## src/rtl/xmem_pkg.sv

```systemverilog
package xmem_pkg;

  localparam int SETUP_W = 2;
  localparam int STRB_W  = 4;
  localparam int HOLD_W  = 2;
  localparam int LAT_W   = 2;
  localparam int OVH_PRE = 3;   // overhead cycles before the first phase; the done cycle adds one more
  localparam int CNT_W   = STRB_W + 1;

  typedef enum logic [2:0] {
    PH_IDLE, PH_OVH, PH_LATCH, PH_SETUP, PH_STROBE, PH_HOLD, PH_DONE
  } phase_e;

  typedef struct packed {
    logic              mux;
    logic [LAT_W-1:0]   latch;
    logic [SETUP_W-1:0] setup;
    logic [STRB_W-1:0]  strobe;
    logic [HOLD_W-1:0]  hold;
  } tcfg_t;

  localparam tcfg_t TCFG_RESET = '{mux: 1'b0, latch: '1, setup: '1, strobe: '1, hold: '1};

  // Cycles spent in a phase, minus one (the counter's load value).
  function automatic logic [CNT_W-1:0] phase_len_m1(phase_e ph, tcfg_t c);
    case (ph)
      PH_OVH:    return CNT_W'(OVH_PRE - 1);
      PH_LATCH:  return CNT_W'(c.latch) + CNT_W'(1);
      PH_SETUP:  return CNT_W'(c.setup) - CNT_W'(1);
      PH_STROBE: return CNT_W'(c.strobe);
      PH_HOLD:   return CNT_W'(c.hold) - CNT_W'(1);
      default:   return '0;
    endcase
  endfunction

  // Phase that follows ph; zero-length phases are skipped.
  function automatic phase_e next_phase(phase_e ph, tcfg_t c);
    case (ph)
      PH_OVH:    return c.mux ? PH_LATCH : ((c.setup != '0) ? PH_SETUP : PH_STROBE);
      PH_LATCH:  return (c.setup != '0) ? PH_SETUP : PH_STROBE;
      PH_SETUP:  return PH_STROBE;
      PH_STROBE: return (c.hold != '0) ? PH_HOLD : PH_DONE;
      PH_HOLD:   return PH_DONE;
      default:   return PH_IDLE;
    endcase
  endfunction

  // Total cycles from acceptance to the done cycle inclusive.
  function automatic int unsigned xfer_cycles(tcfg_t c);
    int unsigned n;
    n = (OVH_PRE + 1) + int'(c.setup) + int'(c.strobe) + 1 + int'(c.hold);
    if (c.mux) n = n + int'(c.latch) + 2;
    return n;
  endfunction

endpackage

```

## src/rtl/xmem_cfg_reg.sv

```systemverilog
module xmem_cfg_reg
  import xmem_pkg::*;
(
  input  logic  clk,
  input  logic  rst_n,
  input  logic  wr_en,
  input  tcfg_t wr_cfg,
  output tcfg_t cfg_q
);

  always_ff @(posedge clk) begin
    if (!rst_n)     cfg_q <= TCFG_RESET;
    else if (wr_en) cfg_q <= wr_cfg;
  end

endmodule

```

## src/rtl/xmem_phase_fsm.sv

```systemverilog
module xmem_phase_fsm
  import xmem_pkg::*;
(
  input  logic   clk,
  input  logic   rst_n,
  input  logic   start,
  input  tcfg_t  act_cfg,
  output phase_e phase,
  output logic   phase_last
);

  logic [CNT_W-1:0] cnt;
  phase_e           nxt_ph;
  logic [CNT_W-1:0] nxt_len;

  assign phase_last = (cnt == '0);

  always_comb begin
    nxt_ph  = next_phase(phase, act_cfg);
    nxt_len = phase_len_m1(nxt_ph, act_cfg);
  end

  always_ff @(posedge clk) begin
    if (!rst_n) begin
      phase <= PH_IDLE;
      cnt   <= '0;
    end else if (phase == PH_IDLE) begin
      if (start) begin
        phase <= PH_OVH;
        cnt   <= phase_len_m1(PH_OVH, act_cfg);
      end
    end else if (!phase_last) begin
      cnt <= cnt - CNT_W'(1);
    end else begin
      phase <= nxt_ph;
      cnt   <= nxt_len;
    end
  end

endmodule

```

## src/rtl/xmem_pin_drv.sv

```systemverilog
module xmem_pin_drv
  import xmem_pkg::*;
#(
  parameter int ADDR_W = 16,
  parameter int DATA_W = 8
) (
  input  logic              clk,
  input  logic              rst_n,
  input  phase_e            phase,
  input  logic              phase_last,
  input  logic              act_mux,
  input  logic              act_we,
  input  logic [ADDR_W-1:0] act_addr,
  input  logic [DATA_W-1:0] act_wdata,
  input  logic              rd_capture,
  input  logic [DATA_W-1:0] mem_din,
  output logic [ADDR_W-1:0] mem_addr,
  output logic [DATA_W-1:0] mem_dout,
  output logic              mem_doe,
  output logic              mem_rd_n,
  output logic              mem_wr_n,
  output logic              mem_ale,
  output logic [DATA_W-1:0] rdata
);

  localparam int HI_W = ADDR_W - DATA_W;

  logic in_latch;
  logic in_data_win;

  assign in_latch    = (phase == PH_LATCH);
  assign in_data_win = (phase == PH_SETUP) || (phase == PH_STROBE) || (phase == PH_HOLD);

  assign mem_addr = act_mux ? {act_addr[ADDR_W-1:DATA_W], {DATA_W{1'b0}}} : act_addr;
  assign mem_ale  = in_latch && !phase_last;
  assign mem_dout = in_latch ? act_addr[DATA_W-1:0] : act_wdata;
  assign mem_doe  = in_latch || (act_we && in_data_win);
  assign mem_rd_n = !((phase == PH_STROBE) && !act_we);
  assign mem_wr_n = !((phase == PH_STROBE) && act_we);

  always_ff @(posedge clk) begin
    if (!rst_n)          rdata <= '0;
    else if (rd_capture) rdata <= mem_din;
  end

  if (HI_W < 1) begin : g_bad_widths
    initial $error("address must be wider than data");
  end

endmodule

```

## src/rtl/xmem_seq.sv

```systemverilog
module xmem_seq
  import xmem_pkg::*;
#(
  parameter int ADDR_W = 16,
  parameter int DATA_W = 8
) (
  input  logic              clk,
  input  logic              rst_n,
  input  logic              cfg_we,
  input  logic              cfg_mux,
  input  logic [1:0]        cfg_latch,
  input  logic [1:0]        cfg_setup,
  input  logic [3:0]        cfg_strobe,
  input  logic [1:0]        cfg_hold,
  input  logic              req,
  input  logic              req_we,
  input  logic [ADDR_W-1:0] req_addr,
  input  logic [DATA_W-1:0] req_wdata,
  output logic              done,
  output logic [DATA_W-1:0] rdata,
  output logic [ADDR_W-1:0] mem_addr,
  output logic [DATA_W-1:0] mem_dout,
  output logic              mem_doe,
  input  logic [DATA_W-1:0] mem_din,
  output logic              mem_rd_n,
  output logic              mem_wr_n,
  output logic              mem_ale
);

  tcfg_t             wr_cfg;
  tcfg_t             cfg_q;
  tcfg_t             act_cfg;
  logic              act_we;
  logic [ADDR_W-1:0] act_addr;
  logic [DATA_W-1:0] act_wdata;
  phase_e            phase;
  logic              phase_last;

  // Named events, used by the bound checker.
  logic accept;
  logic rd_capture;

  assign wr_cfg = '{mux: cfg_mux, latch: cfg_latch, setup: cfg_setup,
                    strobe: cfg_strobe, hold: cfg_hold};

  assign accept     = req && (phase == PH_IDLE);
  assign rd_capture = (phase == PH_STROBE) && phase_last && !act_we;
  assign done       = (phase == PH_DONE);

  xmem_cfg_reg u_cfg (
    .clk    (clk),
    .rst_n  (rst_n),
    .wr_en  (cfg_we),
    .wr_cfg (wr_cfg),
    .cfg_q  (cfg_q)
  );

  // Snapshot of the request and timing, fixed for the whole transfer.
  always_ff @(posedge clk) begin
    if (!rst_n) begin
      act_cfg   <= TCFG_RESET;
      act_we    <= 1'b0;
      act_addr  <= '0;
      act_wdata <= '0;
    end else if (accept) begin
      act_cfg   <= cfg_q;
      act_we    <= req_we;
      act_addr  <= req_addr;
      act_wdata <= req_wdata;
    end
  end

  xmem_phase_fsm u_fsm (
    .clk        (clk),
    .rst_n      (rst_n),
    .start      (accept),
    .act_cfg    (act_cfg),
    .phase      (phase),
    .phase_last (phase_last)
  );

  xmem_pin_drv #(.ADDR_W(ADDR_W), .DATA_W(DATA_W)) u_pins (
    .clk        (clk),
    .rst_n      (rst_n),
    .phase      (phase),
    .phase_last (phase_last),
    .act_mux    (act_cfg.mux),
    .act_we     (act_we),
    .act_addr   (act_addr),
    .act_wdata  (act_wdata),
    .rd_capture (rd_capture),
    .mem_din    (mem_din),
    .mem_addr   (mem_addr),
    .mem_dout   (mem_dout),
    .mem_doe    (mem_doe),
    .mem_rd_n   (mem_rd_n),
    .mem_wr_n   (mem_wr_n),
    .mem_ale    (mem_ale),
    .rdata      (rdata)
  );

endmodule

```

## config.mk

```make
export PLATFORM = sky130hd
export DESIGN_NAME = xmem_seq
export DESIGN_NICKNAME = d
export VERILOG_FILES = /design/src/rtl/xmem_pkg.sv /design/src/rtl/xmem_cfg_reg.sv /design/src/rtl/xmem_phase_fsm.sv /design/src/rtl/xmem_pin_drv.sv /design/src/rtl/xmem_seq.sv
export SDC_FILE = /design/constraint.sdc
export NUM_CORES = 1
export LEC_CHECK = 0
export CELL_PAD_IN_SITES_DETAIL_PLACEMENT = 2
export CELL_PAD_IN_SITES_GLOBAL_PLACEMENT = 2
export CORE_ASPECT_RATIO = 1.5
export CORE_UTILIZATION = 33
export CTS_CLUSTER_SIZE = 12
export DETAILED_ROUTE_END_ITERATION = 12
export DONT_BUFFER_PORTS = 1
export GPL_ROUTABILITY_DRIVEN = 1
export PLACE_DENSITY = 0.75
export SLEW_MARGIN = 25
export SYNTH_ARGS = -nofsm -noshare
export SYNTH_HDL_FRONTEND = slang
export SYNTH_SLANG_ARGS = --single-unit
```

## constraint.sdc

```tcl
create_clock -name clk -period 2.05 [get_ports clk]
set_input_delay 0.1025 -clock clk [delete_from_list [all_inputs] [get_ports clk]]
set_output_delay 0.1025 -clock clk [all_outputs]
set_load 0.005 [all_outputs]
```

==> summary.md, run 1 <==
| Metric | Value |
|---|---|
| Critical Path RT | `~2.3 ns` |
| Crit path kind | `reg -> reg` |
| CP Launch Point | `u_fsm.phase[2]` |
| Tmin final | `about 2.0 ns` |
| Leak Pwr | `1.74 nW` |
| RSZ-0062 raised after global routing | `false` |
| Chip width | `80.9 um` |
| Number of I/O pins | `85` |
| Critical path startpoint category | `register` |
| DP Cell Count | `457` |
| Via/cell ratio | `5.16` |
| Max Transition Viols Final | `0` |
| Power per cell area | `899 nW/um^2` |
| 1st-iter DRT viols | `66` |
| Crit-path max cell delay | `0.51 ns` |
| Gr usage total | `0.217` |
| Share of layout cells above drive strength 1 | `0.177` |
| Hold path cells | `3` |
| Core ar. | `8930 um^2` |
| Final std cells w/o fill | `around 530` |
| Worst-path clk slew | `0.06 ns` |
| Number of global-route vias before repair | `approximately 3200` |
| Post-synth cell types | `47` |
| Peak Freq | `508 MHz` |
| Sequential element share of the synthesized area | `0.409` |
| HP Class | `in -> reg` |
| Clk root buf | `clkbuf_16` |
| WL final | `9730 um` |
| Clk_lat worst skew | `0.33 ns` |
| Hold path startpoint | `req` |
| Syn-to-layout area delta | `34.5%` |
| Top delay family on crit path | `simple AND/OR/NAND/NOR gates` |
| Grt ovf | `0` |
| Worst setup EP type | `register` |
| WL per Instance | `~18 um` |
| First-pass GRT wire length | `15700 um` |
| Clock Sinks | `63` |
| Yosys reg bits | `63` |
| Worst-path cell chain | `or2_4 -> nor2_1 -> or3_4 -> or3_1 -> a31oi_2 -> a211oi_2` |
| Synth Instances | `360` |
| Number of flops mapped to enable cells by yosys | `0` |
| Clock Path Buffers | `2` |
| Final worst path period share | `0.960` |
| Reg-to-Reg Start | `u_fsm.phase[2]` |
| Die Ht | `120 um` |
| Skew final | `about 0.0054 ns` |
| Outcome | `finished, final reports clean` |
| Slew headroom | `0.692` |
| Mean Syn Cell Area | `8.56 um^2` |
| Pin count of the biggest net entering global routing | `64` |
| Maximum vdd drop | `510 uV` |
| WP buf/inv | `0` |
| Rows | `42` |
| Crit-path slowest cell | `dfxtp_1` |
| Pre-Repair DR Iteration Count | `4` |
| Post-Syn Nets | `414` |
| Measured slew at the worst slew-check pin | `0.457 ns` |
| Final Hold Fails | `0` |
| Setup violators final | `0` |
| Hpwl dp | `a little under 6000 um` |
| Final Util | `0.464` |
| Antenna Nets Post-Route | `0` |
| Flop2flop setup slack | `0.08 ns` |
| Hold Path End | `u_fsm.cnt[0]` |
| Register-to-Register Path Depth | `6` |
| Max Cap Viol | `0` |
| Antenna violations before repair | `0` |
| Syn. warnings | `0` |
| H-Tree Level Count | `3` |
| Instance count on the critical path | `6` |
| Via count | `2754` |
| Ys async rst share | `0` |
| WP data arrival | `2.18 ns` |
| Num CTS Buffers | `9` |
| Port buffer count | `0` |
| Worst-path fanout max | `9` |
| Gpl congestion | `0.750` |
| Residual DRC | `0` |
| Layout Nets | `473` |
| Die area | `9740 um^2` |
| Area of the mapped netlist | `slightly above 3000 um^2` |
| RR Endpoint | `u_fsm.cnt[1]` |
| CTS tree | `built` |
| Antenna diodes | `0` |
| Initial core utilization | `0.345` |
| Synth Flop Type | `dfxtp_1` |
==> cell type report <==
cell class / count / area (um^2)
clock buffer: 10 / 239
clock inverter: 6 / 60.1
fill: 974 / 4790
inverter: 10 / 37.5
multi-input combinational: 257 / 1650
sequential: 63 / 1270
tap: 110 / 138
timing repair buffer: 78 / 757
==> tightest hold or removal path: cells and delay by family <==
kind / cells / cell delay [ns]
and+or+nand+nor: 2 / 0.13
AOI/OAI and AO/OA: 1 / 0.07
==> where the power goes <==
group          internal [mW]  switching, mW  total, mW
Sequential              1.32         0.0718       1.39
Clock                  0.967          0.572       1.54
Combinational          0.380          0.417      0.797
Total                   2.67           1.06       3.73
==> placed cells by master, fill, tap and decap left out, types with 2 or more instances in the layout <==
cell | netlist | final
inv_2 | 2 | 4
dfxtp_2 | 0 | 4
clkinvlp_4 | 0 | 2
clkbuf_16 | 0 | 9
a31oi_1 | 3 | 2
mux2i_1 | 19 | 19
dfxtp_1 | 63 | 59
nor3_1 | 7 | 6
o21ai_1 | 1 | 2
o211ai_1 | 5 | 5
nand4_1 | 3 | 3
a21oi_1 | 7 | 7
nand3_1 | 12 | 12
clkinv_2 | 0 | 3
a21boi_1 | 5 | 5
o21ai_0 | 7 | 6
nor3_2 | 1 | 2
o21a_1 | 3 | 3
buf_4 | 9 | 21
dlygate4sd3_1 | 0 | 54
nor2b_1 | 20 | 19
mux2_2 | 9 | 9
or4b_4 | 2 | 3
or3_4 | 0 | 2
inv_1 | 8 | 6
a21boi_0 | 23 | 23
ha_1 | 6 | 4
o31ai_1 | 2 | 2
nor2_1 | 15 | 15
nand2_1 | 87 | 86
==> repair_timing <==
action                                 in CTS  in global routing
endpoints found under the hold margin      63                  0
setup endpoints to repair                   2                  4
hold buffers                               55                  0
pin swaps                                   3                  5
setup buffers                               4                  2
gates resized for setup                     6                 13
==> cell usage after synthesis (8+ instances only) <==
| cell | count | area (um^2) |
|---|---|---|
| a21boi_0 | 23 | 173 |
| buf_4 | 9 | 67.6 |
| clkbuf_1 | 12 | 45.0 |
| dfxtp_1 | 63 | 1260 |
| inv_1 | 8 | 30.0 |
| mux2_2 | 9 | 101 |
| mux2i_1 | 19 | 190 |
| nand2_1 | 87 | 327 |
| nand3_1 | 12 | 60.1 |
| nor2_1 | 15 | 56.3 |
| nor2b_1 | 20 | 125 |
==> state kept, by name, indices dropped and copies added (netlist names) <==
register	cells
act_cfg	11
act_wdata	8
act_we	1
u_pins.rdata	8
act_addr	16
u_fsm.cnt	5
u_cfg.cfg_q	11
u_fsm.phase	3
==> layer usage <==
metal | routed length [um] | share of wire | track usage | vias to the layer above
li1 | - | - | - | 1330
met1 | 3620 | 0.37 | 0.210 | 1351
met2 | 5610 | 0.58 | 0.426 | 59
met3 | 347 | 0.036 | 0.0438 | 14
met4 | 149 | 0.015 | 0.0837 | 0
met5 | 0 | 0 | 0 | -
==> worst max-delay path by stage <==
stage                   end  slack, ns
3_5_place_dp   u_fsm.cnt[1]      -0.07
2_1_floorplan  u_fsm.cnt[3]       0.15
3_3_place_gp   u_fsm.cnt[1]       0.05
4_1_cts        u_fsm.cnt[1]      0.008
5_1_grt        u_fsm.cnt[1]     0.0007
6_report       u_fsm.cnt[1]       0.08
==> stage by stage <==
stage          setup WS, ns  instance area, um^2  hold slack, ns  TNS [ns]  power, mW
6_report             0.0819                 4150         0.00527         0       3.73
5_1_grt            0.000737                 4150          0.0236         0       3.91
4_1_cts             0.00839                 4100         0.00970         0       3.72
3_5_place_dp        -0.0655                 3180           0.176   -0.0740       2.05
3_3_place_gp         0.0488                 3180           0.170         0       2.01
2_1_floorplan         0.151                 3080           0.231         0       1.88
==> cell families (layout without fill, tap and decap cells) <==
logic type                 count (synthesis)  after routing  share of synthesized area
AOI/OAI and AO/OA                         64             64                      0.153
buffers and inverters                     40            104                     0.0710
xor gates and xnor gates                   1              1                    0.00284
and+or+nand+nor                          158            158                      0.245
muxes                                     28             28                     0.0946
adders and majority gates                  6              6                     0.0244
DFF                                       63             63                      0.409
No activity file was read; power rests on OpenSTA's default activity.
==> inputs of run 2 (changes only) <==
Settings changed: PLACE_DENSITY 0.75 to 0.85.
==> summary.md, run 2 (synthesized netlist as in run 1, its figures left out) <==
| Metric | Value |
|---|---|
| Chip width | `80.9 um (unchanged)` |
| Crit-path max cell delay | `0.42 ns (-0.09 ns)` |
| Number of global-route vias before repair | `3192 (-0.41%)` |
| Max Transition Viols Final | `0 (unchanged)` |
| Number of flip-flops in the largest register | `16 (unchanged)` |
| Worst-path cell chain | `inv_2 -> ha_2 -> o21ai_2 -> nor2_1 -> or3_4 -> or3_1 -> a31oi_1 -> a211oi_2` |
| Flop2flop setup slack | `-0.009 ns (-0.09 ns)` |
| Worst-path clk slew | `0.06 ns (about the same)` |
| Max Cap Viol | `0 (unchanged)` |
| Power per cell area | `890 nW/um^2 (-1.0%)` |
| Highest Signal Layer | `met4` |
| Die area | `9740 um^2 (unchanged)` |
| Setup violators final | `1 (+1)` |
| Critical Path RT | `2.26 ns (about the same)` |
| Instance count on the critical path | `8 (+2)` |
| Core ar. | `8930 um^2 (unchanged)` |
| Initial core utilization | `0.345 (unchanged)` |
| Register-to-Register Path Depth | `8 (+2)` |
| Gr usage total | `0.227 (+0.00989)` |
| Share of layout cells above drive strength 1 | `0.174 (-0.00308)` |
| Outcome | `finished with violations` |
| Final Hold Fails | `0 (unchanged)` |
| Worst setup margin | `-0.00856 ns (-0.0905 ns)` |
| Antenna violations before repair | `0 (unchanged)` |
| Peak Freq | `486 MHz (-4.4%)` |
| Tmin final | `2.06 ns (+0.0905 ns)` |
| Worst-path fanout max | `3 (-6)` |
| Reg-to-Reg Start | `act_cfg[0]` |
| WP data arrival | `2.27 ns (+0.09 ns)` |
| Top delay family on crit path | `simple AND/OR/NAND/NOR gates` |
| WP buf/inv | `1 (+1)` |
| Via/cell ratio | `5.24 (+1.7%)` |
| First-pass GRT wire length | `16100 um (+2.7%)` |
| Residual DRC | `0 (unchanged)` |
| Pwr Total | `3.65 mW (-2.1%)` |
| Antenna Nets Post-Route | `0 (unchanged)` |
| Pin count of the biggest net entering global routing | `64 (unchanged)` |
| Hold path cells | `3 (unchanged)` |
| Maximum vdd drop | `588 uV (+15%)` |
| Clk root buf | `clkbuf_16` |
| Largest regs | `act_addr: 16 flops, act_cfg: 11 flops, u_cfg.cfg_q: 11 flops` |
| Pre-Repair DR Iteration Count | `6 (+2)` |
| Skew final | `0.00749 ns (+0.00207 ns)` |
| Die Ht | `120 um (unchanged)` |
| Met3 WL | `318 um (-8.4%)` |
| Hold path startpoint | `req` |
| Failing checks | `negative setup slack` |
| Worst setup EP type | `register` |
| RR Endpoint | `u_fsm.cnt[1]` |
| Reg area | `1270 um^2 (unchanged)` |
| Hold Path End | `u_fsm.cnt[3]` |
| Layout Nets | `470 (-0.63%)` |
| Number of I/O pins | `85 (unchanged)` |
| Leak Pwr | `1.72 nW (-1.4%)` |
| # fillers | `976 (+0.21%)` |
| HP Class | `in -> reg` |
| Syn-to-layout area delta | `33.1%` |
| Crit-path slowest cell | `or3_4` |
| Met1 WL | `3710 um (+2.4%)` |
| Most common cell after layout, fill and taps aside | `nand2_1` |
| Most frequent cells in the layout | `nand2_1 (86), dfxtp_1 (59), dlygate4sd3_1 (55)` |
| Fin Hold WS | `0.0206 ns (+0.0154 ns)` |
| Antenna diodes | `0 (unchanged)` |
| Num CTS Buffers | `9 (unchanged)` |
| Slew headroom | `0.685 (-0.00662)` |
| Register with the most flip-flops | `act_addr` |
| Port buffer count | `0 (unchanged)` |
| 1st-iter DRT viols | `87 (+32%)` |
| Measured slew at the worst slew-check pin | `0.469 ns (+0.0112 ns)` |
| Crit path kind | `reg -> reg` |
| Clk_lat worst skew | `0.33 ns (about the same)` |
| Critical path startpoint category | `register` |
| Via count | `2779 (+0.91%)` |
| Met2 Wirelength | `6200 um (+11%)` |
| WL per Instance | `19.7 um (+8.0%)` |
| Gpl congestion | `0.828 (+10%)` |
| Clock Path Buffers | `2 (unchanged)` |
| Multi-input combinational cell area | `1650 um^2 (about the same)` |
| WL final | `10400 um (+7.2%)` |
| Grt ovf | `0 (unchanged)` |
| Hpwl dp | `6200 um (+5.7%)` |
| Rows | `42 (unchanged)` |
| H-Tree Level Count | `3 (unchanged)` |
| CTS tree | `built` |
| Final worst path period share | `1.00 (+0.0441)` |
| Clock Sinks | `63 (unchanged)` |
run 2: where the power goes:
part,total (mW),switching (mW),leakage (nW),internal (mW)
Sequential,1.40,0.0797,0.518,1.32
Combinational,0.801,0.428,1.06,0.373
Clock,1.45,0.544,0.140,0.905
Total,3.65,1.05,1.72,2.60
run 2: worst reg2reg max path, stage by stage, from the launching register on:
cell	delay [ns]
dfxtp_1	0.34
inv_2	0.06
ha_2	0.20
o21ai_2	0.15
nor2_1	0.09
or3_4	0.42
or3_1	0.37
a31oi_1	0.24
a211oi_2	0.08
run 2: per-stage QoR:
step | util | setup WS [ns] | cell area [um^2] | instances | setup TNS (ns)
final | 0.459 | -0.00856 | 4100 | 530 | -0.00856
after global routing | 0.459 | -0.0433 | 4100 | 530 | -0.0522
after CTS | 0.453 | 0.00183 | 4050 | 528 | 0
after detailed placement | 0.356 | -0.0415 | 3180 | 457 | -0.0415
after global placement | 0.356 | 0.107 | 3180 | 457 | 0
after floorplan | - | 0.151 | 3080 | 360 | 0
run 2: area by class of cell:
| cell class | count | area share |
|---|---|---|
| clock buffer | 12 | 0.0650 |
| clock inverter | 3 | 0.00427 |
| inverter | 10 | 0.00915 |
| multi-input combinational | 257 | 0.401 |
| sequential | 63 | 0.309 |
| tap | 110 | 0.0336 |
| timing repair buffer | 75 | 0.178 |
run 2: how the worst max path moves through the flow:
stage               slack [ns]            to            from
detailed placement       -0.04  u_fsm.cnt[1]      act_cfg[0]
global placement          0.11  u_fsm.cnt[1]  u_fsm.phase[1]
global route             -0.04  u_fsm.cnt[1]      act_cfg[0]
finish                  -0.009  u_fsm.cnt[1]      act_cfg[0]
floorplan                 0.15  u_fsm.cnt[3]      act_cfg[6]
CTS                      0.002  u_fsm.cnt[1]      act_cfg[6]
run 2: per-layer routing:
metal	up-vias	GRT usage
met2	58	0.454
met1	1385	0.211
met3	13	0.0498
li1	1323	-
met5	-	0
met4	0	0.0848
run 2: timing repair:
item	4_1_cts	5_1_grt
setup buffers	0	2
resized for setup	6	16
endpoints found under the setup margin	2	5
hold buffers	56	0
pin swaps	1	9
hold endpoints to repair	63	0
==> inputs of run 3 (changes only) <==
Settings changed: CORE_UTILIZATION 33 to 36, PLACE_DENSITY 0.85 to 0.88.
Clock period 2.05 ns to 1.9 ns, I/O delays scaled along.
==> summary.md, run 3 (synthesized netlist as in run 1, its figures left out) <==
| Metric | Value |
|---|---|
| Internal | `2.87 mW (+10%)` |
| Largest regs | `act_addr: 16 flops, act_cfg: 11 flops, u_cfg.cfg_q: 11 flops` |
| Outcome | `finished with violations` |
| Layout Nets | `493 (+4.9%)` |
| Placed cell areas | `3260 um^2 (+2.7%)` |
| Power per cell area | `965 nW/um^2 (+8.5%)` |
| Num CTS Buffers | `9 (unchanged)` |
| Final worst path period share | `1.07 (+0.0706)` |
| Critical path startpoint category | `register` |
| Register-to-Register Path Depth | `9 (+1)` |
| Leak Pwr | `1.85 nW (+7.4%)` |
| WL per Instance | `23.4 um (+19%)` |
| Pin count of the biggest net entering global routing | `64 (unchanged)` |
| Most frequent cells in the layout | `nand2_1 (87), dfxtp_1 (56), dlygate4sd3_1 (55)` |
| Antenna violations before repair | `0 (unchanged)` |
| Slew headroom | `0.721 (+0.0354)` |
| Hpwl dp | `6260 um (+1.0%)` |
| Reg-to-Reg Start | `act_cfg[7]` |
| RR Endpoint | `u_fsm.cnt[1]` |
| Design area | `4350 um^2 (+6.1%)` |
| WL final | `12900 um (+24%)` |
| Rows | `41 (-2.4%)` |
| Sequential power share | `0.361 (-0.023)` |
| Gr usage total | `0.296 (+0.0698)` |
| Register with the most flip-flops | `act_addr` |
| Pwr Total | `4.20 mW (+15%)` |
| Tmin final | `2.04 ns (-0.0165 ns)` |
| Clock Sinks | `63 (unchanged)` |
| Number of I/O pins | `85 (unchanged)` |
| Final Hold Fails | `0 (unchanged)` |
| Crit-path slowest cell | `dfxtp_2` |
| Worst-path cell chain | `inv_2 -> ha_4 -> nor2b_4 -> o211ai_1 -> nand2_1 -> buf_6 -> a211o_1 -> o211a_1 -> a211oi_2` |
| Number of global-route vias before repair | `3396 (+6.4%)` |
| Combinational group share of total power | `0.266 (+0.047)` |
| Antenna Nets Post-Route | `0 (unchanged)` |
| Chip width | `77.5 um (-4.1%)` |
| Switching part of the total power | `0.317 (+0.0291)` |
| Grt ovf | `0 (unchanged)` |
| First-pass GRT wire length | `19300 um (+20%)` |
| Via count | `2987 (+7.5%)` |
| RSZ-0062 raised after global routing | `true` |
| 1st-iter DRT viols | `121 (+39%)` |
| Hold Path End | `u_fsm.cnt[1]` |
| Die area | `8940 um^2 (-8.2%)` |
| Hold path startpoint | `req` |
| Core ar. | `8360 um^2 (-6.4%)` |
| Clk_lat worst skew | `0.35 ns (+0.02 ns)` |
| Pre-Repair DR Iteration Count | `5 (-1)` |
| Skew final | `0.00693 ns (-0.000567 ns)` |
| # fillers | `853 (-13%)` |
| Residual DRC | `0 (unchanged)` |
| Most common cell after layout, fill and taps aside | `nand2_1` |
| Via/cell ratio | `5.42 (+3.4%)` |
| Hold path cells | `2 (-1)` |
| Worst-path fanout max | `5 (+2)` |
| Initial core utilization | `0.369 (+0.0236)` |
| Antenna diodes | `0 (unchanged)` |
| Flop2flop setup slack | `-0.14 ns (-0.13 ns)` |
| H-Tree Level Count | `3 (unchanged)` |
| WP data arrival | `2.31 ns (+0.04 ns)` |
| Failing checks | `negative setup slack` |
| Peak Freq | `490 MHz (+0.81%)` |
| Max Transition Viols Final | `0 (unchanged)` |
| Port buffer count | `0 (unchanged)` |
| Setup violators final | `8 (+7)` |
| Crit path kind | `reg -> reg` |
| Gpl congestion | `0.816 (-1.4%)` |
| Number of flip-flops in the largest register | `16 (unchanged)` |
| Maximum vdd drop | `661 uV (+12%)` |
| Syn-to-layout area delta | `41.3%` |
| Share of layout cells above drive strength 1 | `0.239 (+0.0649)` |
| Max Cap Viol | `0 (unchanged)` |
| Total Negative Setup Slacks | `-0.268 ns (-0.259 ns)` |
| Critical Path RT | `2.17 ns (-0.09 ns)` |
| Clock Path Buffers | `2 (unchanged)` |
| Measured slew at the worst slew-check pin | `0.418 ns (-0.0505 ns)` |
| Clk root buf | `clkbuf_16` |
| Worst-path clk slew | `0.06 ns (about the same)` |
| Clock network power share | `0.374 (-0.023)` |
| HP Class | `in -> reg` |
| Die Ht | `115 um (-4.2%)` |
| Worst setup EP type | `register` |
| CTS tree | `built` |
| Worst setup margin | `-0.142 ns (-0.134 ns)` |
| Crit-path max cell delay | `0.32 ns (-0.10 ns)` |
| P_sw | `1.33 mW (+27%)` |
[run 3: metrics by stage]
stage / hold slack [ns] / utilization / std cells / setup slack [ns]
after floorplan: 0.223 / - / 360 / 0.000692
after global placement: 0.162 / 0.390 / 466 / -0.0419
after detailed placement: 0.167 / 0.390 / 466 / -0.144
after CTS: 0.00722 / 0.506 / 543 / -0.0373
after global routing: 0.0461 / 0.521 / 551 / -0.223
final: 0.0184 / 0.521 / 551 / -0.142
[run 3: per-layer routing]
metal / routed length (um) / global-route usage
met1: 4520 / 0.282
met2: 7250 / 0.578
met3: 410 / 0.0476
met4: 725 / 0.194
met5: 0 / 0
[run 3: how the worst max path moves through the flow]
stage,start,cells past startpoint,end
5_1_grt,act_cfg[7],9,u_fsm.cnt[1]
6_report,act_cfg[7],9,u_fsm.cnt[1]
4_1_cts,act_cfg[0],8,u_fsm.cnt[1]
2_1_floorplan,act_cfg[6],8,u_fsm.cnt[3]
3_5_place_dp,act_cfg[6],8,u_fsm.cnt[1]
3_3_place_gp,act_cfg[6],8,u_fsm.cnt[1]
[run 3: critical path, delay by kind of cell, from the launching register on]
| family | cells | cell delay [ns] |
|---|---|---|
| AND/OR/NAND/NOR | 2 | 0.29 |
| AO/OA/AOI/OAI | 4 | 0.97 |
| buffers and inverters | 2 | 0.20 |
| flip-flops | 1 | 0.32 |
| adder cells (fa/ha/maj) | 1 | 0.16 |
[run 3: final cells by class]
cell class	instances	area, um^2	share of cell area
sequential	63	1270	0.292
tap	107	134	0.0308
multi-input combinational	257	1710	0.394
timing repair buffer	98	927	0.213
clock inverter	3	18.8	0.00431
inverter	10	37.5	0.00862
clock buffer	13	250	0.0575
[run 3: power by group through the flow]
stage	combinational [mW]	sequential, mW	clock [mW]
after floorplan	0.538	1.49	0
after global placement	0.709	1.52	0
after detailed placement	0.762	1.53	0
after CTS	0.952	1.50	1.54
after global routing	1.18	1.53	1.63
final	1.12	1.52	1.57
[run 3: repair_timing]
action                     in CTS  in global routing
cloned                          0                  1
resized for setup              31                 16
hold buffers                   56                  0
buffers inserted                5                  7
pin swaps                      10                  6
setup endpoints to repair      13                 37
hold endpoints to repair       63                  0
